### src/rtl/ser_hs_pkg.sv
package ser_hs_pkg;

    typedef enum logic [2:0] {
        ST_IDLE,
        ST_GO_WAIT,
        ST_SHIFT_LO,
        ST_SHIFT_HI,
        ST_STROBE,
        ST_TAIL
    } ser_st_e;

    localparam int MIN_HALF = 2;

endpackage

### src/rtl/ser_hs_timer.sv
module ser_hs_timer #(
    parameter int CNT_W = 10
) (
    input  logic             clk,
    input  logic             rst_n,
    input  logic             clr_i,
    output logic [CNT_W-1:0] cnt_o
);

    logic [CNT_W-1:0] cnt_q;

    always_ff @(posedge clk or negedge rst_n) begin
        if (!rst_n) begin
            cnt_q <= '0;
        end else if (clr_i) begin
            cnt_q <= '0;
        end else begin
            cnt_q <= cnt_q + CNT_W'(1);
        end
    end

    assign cnt_o = cnt_q;

endmodule

### src/rtl/ser_hs_shifter.sv
module ser_hs_shifter #(
    parameter int DATA_W = 8
) (
    input  logic              clk,
    input  logic              rst_n,
    input  logic              load_i,
    input  logic              shift_i,
    input  logic              cap_i,
    input  logic              commit_i,
    input  logic [DATA_W-1:0] tx_i,
    input  logic              sdi_i,
    output logic              bit_o,
    output logic [DATA_W-1:0] rx_o
);

    logic [DATA_W-1:0] tx_q;
    logic [DATA_W-1:0] rx_sh_q;
    logic [DATA_W-1:0] rx_q;

    // transmit side: bit 0 is always the one on the line
    always_ff @(posedge clk or negedge rst_n) begin
        if (!rst_n) begin
            tx_q <= '0;
        end else if (load_i) begin
            tx_q <= tx_i;
        end else if (shift_i) begin
            tx_q <= {1'b0, tx_q[DATA_W-1:1]};
        end
    end

    // receive side: new bits enter at the top, so the first ends at bit 0
    always_ff @(posedge clk or negedge rst_n) begin
        if (!rst_n) begin
            rx_sh_q <= '0;
        end else if (cap_i) begin
            rx_sh_q <= {sdi_i, rx_sh_q[DATA_W-1:1]};
        end
    end

    always_ff @(posedge clk or negedge rst_n) begin
        if (!rst_n) begin
            rx_q <= '0;
        end else if (commit_i) begin
            rx_q <= rx_sh_q;
        end
    end

    assign bit_o = tx_q[0];
    assign rx_o  = rx_q;

    // the parallel result moves only when a byte is committed
    p_rx_hold_r5: assert property (@(posedge clk) disable iff (!rst_n)
        !commit_i |=> $stable(rx_q));

endmodule

### src/rtl/ser_hs_ctrl.sv
module ser_hs_ctrl
    import ser_hs_pkg::*;
#(
    parameter int DATA_W = 8,
    parameter int DIV_W  = 8,
    parameter int CNT_W  = DIV_W + 2
) (
    input  logic             clk,
    input  logic             rst_n,
    input  logic             init_i,
    input  logic             start_i,
    input  logic             go_i,
    input  logic [DIV_W-1:0] half_i,
    input  logic             last_i,
    input  logic             last_only_i,
    input  logic [CNT_W-1:0] cnt_i,
    output logic             cnt_clr_o,
    output logic             load_o,
    output logic             shift_o,
    output logic             cap_o,
    output logic             commit_o,
    output logic             run_o,
    output logic             sclk_o,
    output logic             flag_o,
    output logic             strb_act_o
);

    localparam int BIT_W = (DATA_W > 1) ? $clog2(DATA_W) : 1;
    localparam logic [BIT_W-1:0] LAST_BIT = BIT_W'(DATA_W - 1);
    localparam logic [DIV_W-1:0] HALF_MIN = DIV_W'(MIN_HALF);

    ser_st_e           st_q, st_d;
    logic [BIT_W-1:0]  bit_q;
    logic [DIV_W-1:0]  half_q;
    logic              strb_en_q;

    logic [DIV_W-1:0]  half_eff;
    logic [CNT_W-1:0]  half_w;
    logic [CNT_W-1:0]  lim_half;
    logic [CNT_W-1:0]  lim_period;
    logic [CNT_W-1:0]  lim_go;
    logic              hit_half;
    logic              hit_period;
    logic              hit_go;

    assign half_eff   = (half_i < HALF_MIN) ? HALF_MIN : half_i;
    assign half_w     = CNT_W'(half_q);
    assign lim_half   = half_w - CNT_W'(1);
    assign lim_period = (half_w << 1) - CNT_W'(1);
    assign lim_go     = half_w + (half_w << 1) - CNT_W'(1);
    assign hit_half   = (cnt_i == lim_half);
    assign hit_period = (cnt_i == lim_period);
    assign hit_go     = (cnt_i == lim_go);

    // next-state logic
    always_comb begin
        st_d = st_q;
        if (init_i) begin
            st_d = ST_IDLE;                                   // ABORT
        end else begin
            unique case (st_q)
                ST_IDLE:     if (start_i) st_d = ST_GO_WAIT;  // ACCEPT
                ST_GO_WAIT:  if (go_i && hit_go) st_d = ST_SHIFT_LO; // LAUNCH, else HOLDOFF/count
                ST_SHIFT_LO: if (hit_half) st_d = ST_SHIFT_HI;       // RISE
                ST_SHIFT_HI: begin
                    if (hit_half) begin
                        st_d = (bit_q == LAST_BIT) ? ST_STROBE       // FINISH
                                                   : ST_SHIFT_LO;    // FALL
                    end
                end
                ST_STROBE:   if (hit_period) st_d = ST_TAIL;  // RELEASE
                ST_TAIL:     if (hit_period) st_d = ST_IDLE;  // DONE
                default:     st_d = ST_IDLE;
            endcase
        end
    end

    // state register and per-transfer context
    always_ff @(posedge clk or negedge rst_n) begin
        if (!rst_n) begin
            st_q      <= ST_IDLE;
            bit_q     <= '0;
            half_q    <= HALF_MIN;
            strb_en_q <= 1'b1;
        end else begin
            st_q <= st_d;
            if (st_q == ST_IDLE && st_d == ST_GO_WAIT) begin
                half_q    <= half_eff;
                strb_en_q <= !(last_only_i && !last_i);
            end
            if (st_q == ST_GO_WAIT && st_d == ST_SHIFT_LO) begin
                bit_q <= '0;
            end else if (st_q == ST_SHIFT_HI && st_d == ST_SHIFT_LO) begin
                bit_q <= bit_q + BIT_W'(1);
            end
        end
    end

    // outputs and datapath controls
    always_comb begin
        run_o      = (st_q == ST_SHIFT_LO) || (st_q == ST_SHIFT_HI);
        sclk_o     = (st_q != ST_SHIFT_LO);
        flag_o     = (st_q != ST_IDLE);
        strb_act_o = (st_q == ST_STROBE) && strb_en_q;
        load_o     = (st_q == ST_IDLE)     && (st_d == ST_GO_WAIT);
        cap_o      = (st_q == ST_SHIFT_LO) && (st_d == ST_SHIFT_HI);
        shift_o    = (st_q == ST_SHIFT_HI) && (st_d == ST_SHIFT_LO);
        commit_o   = (st_q == ST_SHIFT_HI) && (st_d == ST_STROBE);
        cnt_clr_o  = (st_d != st_q) || (st_q == ST_IDLE) ||
                     ((st_q == ST_GO_WAIT) && !go_i);
    end

    // initialisation parks the outputs at idle one clock later
    p_init_quiet_r1: assert property (@(posedge clk) disable iff (!rst_n)
        init_i |=> (!flag_o && sclk_o && !strb_act_o));

    // an accepted start raises the flag after the same edge
    p_flag_rise_r2: assert property (@(posedge clk) disable iff (!rst_n)
        (st_q == ST_IDLE && start_i && !init_i) |=> flag_o);

    // a half cell never outlasts its limit
    p_half_len_r4: assert property (@(posedge clk) disable iff (!rst_n)
        run_o |-> (cnt_i <= lim_half));

    // once shifting, only the strobe period can follow
    p_no_cut_r6: assert property (@(posedge clk) disable iff (!rst_n || init_i)
        run_o |=> (run_o || st_q == ST_STROBE));

    // the strobe period is entered only after the last bit cell
    p_strobe_last_r7: assert property (@(posedge clk) disable iff (!rst_n)
        (st_q == ST_STROBE && $past(st_q) != ST_STROBE) |-> (bit_q == LAST_BIT));

    // a start during a transfer leaves its settings untouched
    p_start_ignored_r10: assert property (@(posedge clk) disable iff (!rst_n || init_i)
        (flag_o && start_i) |=> ($stable(half_q) && $stable(strb_en_q)));

endmodule

### src/rtl/ser_hs_master.sv
module ser_hs_master #(
    parameter int DATA_W = 8,
    parameter int DIV_W  = 8
) (
    input  logic              clk,
    input  logic              rst_n,
    input  logic              init_i,
    input  logic              start_i,
    input  logic [DATA_W-1:0] tx_data_i,
    output logic [DATA_W-1:0] rx_data_o,
    input  logic [DIV_W-1:0]  half_div_i,
    input  logic              strb_pol_i,
    input  logic              busy_pol_i,
    input  logic              last_only_i,
    input  logic              last_byte_i,
    output logic              flag_o,
    output logic              sclk_o,
    output logic              sdo_o,
    input  logic              sdi_i,
    input  logic              busy_i,
    output logic              strb_o
);

    localparam int CNT_W = DIV_W + 2;

    logic             go;
    logic [CNT_W-1:0] cnt;
    logic             cnt_clr;
    logic             load;
    logic             shift;
    logic             cap;
    logic             commit;
    logic             run;
    logic             strb_act;
    logic             tx_bit;

    // go level is the inverse of the selected busy polarity
    assign go = busy_i ^ busy_pol_i;

    ser_hs_timer #(
        .CNT_W (CNT_W)
    ) u_timer (
        .clk   (clk),
        .rst_n (rst_n),
        .clr_i (cnt_clr),
        .cnt_o (cnt)
    );

    ser_hs_ctrl #(
        .DATA_W (DATA_W),
        .DIV_W  (DIV_W),
        .CNT_W  (CNT_W)
    ) u_ctrl (
        .clk         (clk),
        .rst_n       (rst_n),
        .init_i      (init_i),
        .start_i     (start_i),
        .go_i        (go),
        .half_i      (half_div_i),
        .last_i      (last_byte_i),
        .last_only_i (last_only_i),
        .cnt_i       (cnt),
        .cnt_clr_o   (cnt_clr),
        .load_o      (load),
        .shift_o     (shift),
        .cap_o       (cap),
        .commit_o    (commit),
        .run_o       (run),
        .sclk_o      (sclk_o),
        .flag_o      (flag_o),
        .strb_act_o  (strb_act)
    );

    ser_hs_shifter #(
        .DATA_W (DATA_W)
    ) u_shift (
        .clk      (clk),
        .rst_n    (rst_n),
        .load_i   (load),
        .shift_i  (shift),
        .cap_i    (cap),
        .commit_i (commit),
        .tx_i     (tx_data_i),
        .sdi_i    (sdi_i),
        .bit_o    (tx_bit),
        .rx_o     (rx_data_o)
    );

    assign sdo_o  = run ? tx_bit : 1'b1;
    assign strb_o = strb_pol_i ? strb_act : !strb_act;

    // serial data rests high whenever no bit cell is running
    p_sdo_idle_r5: assert property (@(posedge clk) disable iff (!rst_n)
        !flag_o |-> sdo_o);

    // the strobe can only be active while the flag is raised
    p_strobe_in_xfer_r7: assert property (@(posedge clk) disable iff (!rst_n)
        (strb_o == strb_pol_i) |-> flag_o);

endmodule

### config.mk
export PLATFORM = sky130hd
export DESIGN_NAME = ser_hs_master
export DESIGN_NICKNAME = d
export VERILOG_FILES = /design/src/rtl/ser_hs_pkg.sv /design/src/rtl/ser_hs_timer.sv /design/src/rtl/ser_hs_shifter.sv /design/src/rtl/ser_hs_ctrl.sv /design/src/rtl/ser_hs_master.sv
export SDC_FILE = /design/constraint.sdc
export NUM_CORES = 1
export LEC_CHECK = 0
export ABC_CLOCK_PERIOD_IN_PS = 9100
export BUFFER_PORTS_ARGS = -buffer_cell sky130_fd_sc_hd__buf_2
export CELL_PAD_IN_SITES_DETAIL_PLACEMENT = 2
export CELL_PAD_IN_SITES_GLOBAL_PLACEMENT = 2
export CORE_MARGIN = 5
export CORE_UTILIZATION = 41
export CTS_CLUSTER_DIAMETER = 60
export CTS_CLUSTER_SIZE = 12
export DETAILED_ROUTE_END_ITERATION = 7
export PLACE_DENSITY = 0.89
export SYNTH_ARGS = -nofsm -noshare
export SYNTH_HDL_FRONTEND = slang
export SYNTH_HIERARCHICAL = 1
export SYNTH_SLANG_ARGS = --single-unit
### constraint.sdc
create_clock -name clk -period 9.1 [get_ports clk]
set_input_delay 0 -clock clk [delete_from_list [all_inputs] [get_ports clk]]
set_output_delay 0 -clock clk [all_outputs]
set_load 0.02 [all_outputs]
==> results_dict.tcl <==
set metrics [dict create \
    die_area_mm2 0.0111 \
    grt_overflow 0 \
    diodes 0 \
    finalSetupTns_ns 0 \
    setup_viol 0 \
    finalPower_mw 0.875 \
    placed_area_mm2 0.00397 \
    rrSetupSlack_ns 4.50 \
    drc 0 \
    rsz0062_at_grt "false" \
    holdWs_ns 0.000704 \
    reg2reg_depth 14 \
    grt_pass1_wl_um 20200 \
    worst-setup-path-type "reg2reg" \
    slew_headroom 0.300 \
    synth.top_cells.by_area "dfrtp_1, mux2_4, ha_1, xnor2_1, nand2_1" \
    post_cts_buffers 0 \
    syn-num-nets 426 \
    power_leakage_nw 1.96 \
    period_needed_ns 4.60 \
    wl_per_cell_um 23.6 \
    setup_slack_ns 4.50 \
    whs_endpoint "u_ctrl/half_q[1]" \
    core-area_mm2 0.00881 \
    synth_most_common_cell "dfrtp_1" \
    dp.final_hpwl_um 8790 \
    synthTopCellsByCount "dfrtp_1, nand2_1, ha_1, inv_1, nor2_1" \
    r2r-end "u_timer/cnt_o[6]" \
    worst_slew_pin_slew_ns 1.05 \
    cp.arrival_ns 4.81 \
    area_growth_pct 14.5 \
    ys_seq_area_frac 0.329 \
    clkSinkCount 49 \
    grt_usage 0.233 \
    clockRootBuffer "clkbuf_8" \
    finalNonFillerCells 532 \
    vias 3073 \
    grt_max_degree 50 \
    drt_iter0_markers 91 \
    fmax_ghz 0.217 \
    clock_latency_ns 0.33 \
    clk_path_buf_depth 2 \
    die_w_um 105 \
    fin_worst_skew_ns 0.0185 \
    avgViaCountPerCell 5.78 \
    end_kind "flip-flop" \
    synth_area_per_cell_um2 9.99 \
    synth_edf_count 0 \
    dr.pass1.iters 5 \
    finalInstanceArea_mm2 0.00428 \
    cellPowerDensity_mw_per_mm2 205 \
    num_io_pins 38 \
    synthCells 374 \
    portBuffers 37 \
    hp-start "half_div_i[1]" \
    syn_area_mm2 0.00374 \
    cts_tree "yes" \
    gp_congestion 0.808 \
    routed_wl_um 12600 \
    grt_pass1_vias 3543 \
    drive_gt1_frac 0.203 \
    rows 34 \
    ys_seq_elements 49 \
    fin_nets 475 \
    drtAntennaViolNets 0 \
    synthArstFlopShare 1.00 \
    worst-path-max-fanout 12 \
    drv_cap 0 \
    start_util 0.424 \
    ir_drop_mv 0.121 \
    yosysUniqueCellTypes 67 \
    ys.flop_type "dfrtp_1" \
    place_inst 505 \
    cts_buffers 5 \
    hold_path_class "in2reg" \
    hold_viol_final 0 \
    outcome "complete, no violations" \
    dp_slack_ns 4.62 \
    yosysTopAreaCell "dfrtp_1" \
    dieHeight_um 105 \
    synth_top_area_frac 0.315 \
    fin_crit_sh 0.506 \
    path_clk_slew_ns 0.10 \
    cp-start-kind "flip-flop" \
    final_core_util 0.486 \
    htreeDepth 2 \
    antenna_found_initial 0 \
    r2r-start "u_ctrl/half_q[3]" \
    yosys_warnings 6 \
    whs_path_depth 3 \
    final-max-slew-violation-count 0 \
    crit_required_ns 9.31 \
]
-- sequential cells by signal, summed over array words and instances, names as in the netlist --
register	flops
u_shift/tx_q	8
u_timer/cnt_o	10
u_ctrl/strb_en_q	1
u_ctrl/half_q	8
u_ctrl/st_q	3
u_shift/rx_o	8
u_ctrl/bit_q	3
u_shift/rx_sh_q	8
-- report_power, final --
part / leakage [nW] / internal [mW] / total, mW / switching [mW]
registers: 0.649 / 0.238 / 0.270 / 0.0319
logic: 1.25 / 0.190 / 0.431 / 0.240
clock network: 0.0574 / 0.0896 / 0.174 / 0.0848
-- worst max path at each step --
| stage | end | slack (ns) | start | cells after the start |
|---|---|---|---|---|
| 2_1_floorplan | u_timer/cnt_o[9] | 5.65 | u_ctrl/half_q[2] | 16 |
| 3_3_place_gp | u_timer/cnt_o[9] | 5.22 | u_ctrl/half_q[1] | 14 |
| 3_5_place_dp | u_timer/cnt_o[6] | 4.62 | u_ctrl/half_q[3] | 14 |
| 4_1_cts | u_timer/cnt_o[6] | 4.50 | u_ctrl/half_q[3] | 14 |
| 5_1_grt | u_timer/cnt_o[6] | 4.25 | u_ctrl/half_q[3] | 14 |
| 6_report | u_timer/cnt_o[6] | 4.50 | u_ctrl/half_q[3] | 14 |
-- area by class of cell --
class	count	area (um^2)
multi-input combinational	283	2310
sequential	49	1230
fill	921	4530
inverter	27	101
clock inverter	2	37.5
clock buffer	6	82.6
timing repair buffer	57	383
tap	108	135
-- placed cells by master, fill, tap and decap left out, types with 3 or more instances in the layout --
| cell | n |
|---|---|
| nor3b_1 | 3 |
| nand3_1 | 10 |
| o21ai_0 | 9 |
| buf_2 | 37 |
| a31oi_1 | 3 |
| nor2_1 | 25 |
| mux2_2 | 4 |
| xor2_1 | 12 |
| nor3_1 | 3 |
| nand4b_1 | 3 |
| a21oi_1 | 13 |
| clkbuf_8 | 6 |
| nand2_1 | 28 |
| dfrtp_1 | 47 |
| or3_1 | 6 |
| inv_1 | 25 |
| o211ai_1 | 3 |
| mux2_4 | 22 |
| ha_1 | 25 |
| xnor3_1 | 3 |
| nand4_1 | 4 |
| nor2b_1 | 6 |
| nand2b_1 | 7 |
| and2_1 | 5 |
| dlygate4sd3_1 | 19 |
| a211oi_1 | 3 |
| mux2i_1 | 10 |
| or4_1 | 3 |
| and3_1 | 4 |
| o21ai_1 | 8 |
| xnor2_1 | 21 |
-- routing by layer --
layer / global-route usage / part of all wire / routed length [um]
met5: 0 / 0 / 0
met2: 0.441 / 0.53 / 6720
met1: 0.269 / 0.40 / 5070
met3: 0.0293 / 0.032 / 402
met4: 0.0787 / 0.031 / 387
-- kinds of logic (layout without fill, tap and decap cells) --
family / Yosys count / count (layout) / synth area share
simple gates: 119 / 119 / 0.175
compound gates: 64 / 64 / 0.121
flops: 49 / 49 / 0.329
buf+inv: 42 / 92 / 0.0532
xor+xnor: 37 / 37 / 0.102
mux: 37 / 37 / 0.131
fa+ha+maj: 26 / 26 / 0.0891
-- timing repair --
item                      CTS  global route
gates resized for setup     0             0
hold endpoints to repair   66             0
hold buffers               19             0
-- critical path, stage by stage (launching register included) --
cell       delay, ns
dfrtp_1         0.55
inv_1           0.18
ha_1            0.32
inv_1           0.04
ha_1            0.34
xnor2_1         0.19
xnor2_1         0.16
nand3_1         0.10
a2111oi_0       0.51
nand4_1         0.21
nor4_2          0.39
o31ai_1         0.14
o211ai_1        0.86
nor2b_1         0.16
mux2_2          0.34
(Power assumes the default switching activity.)
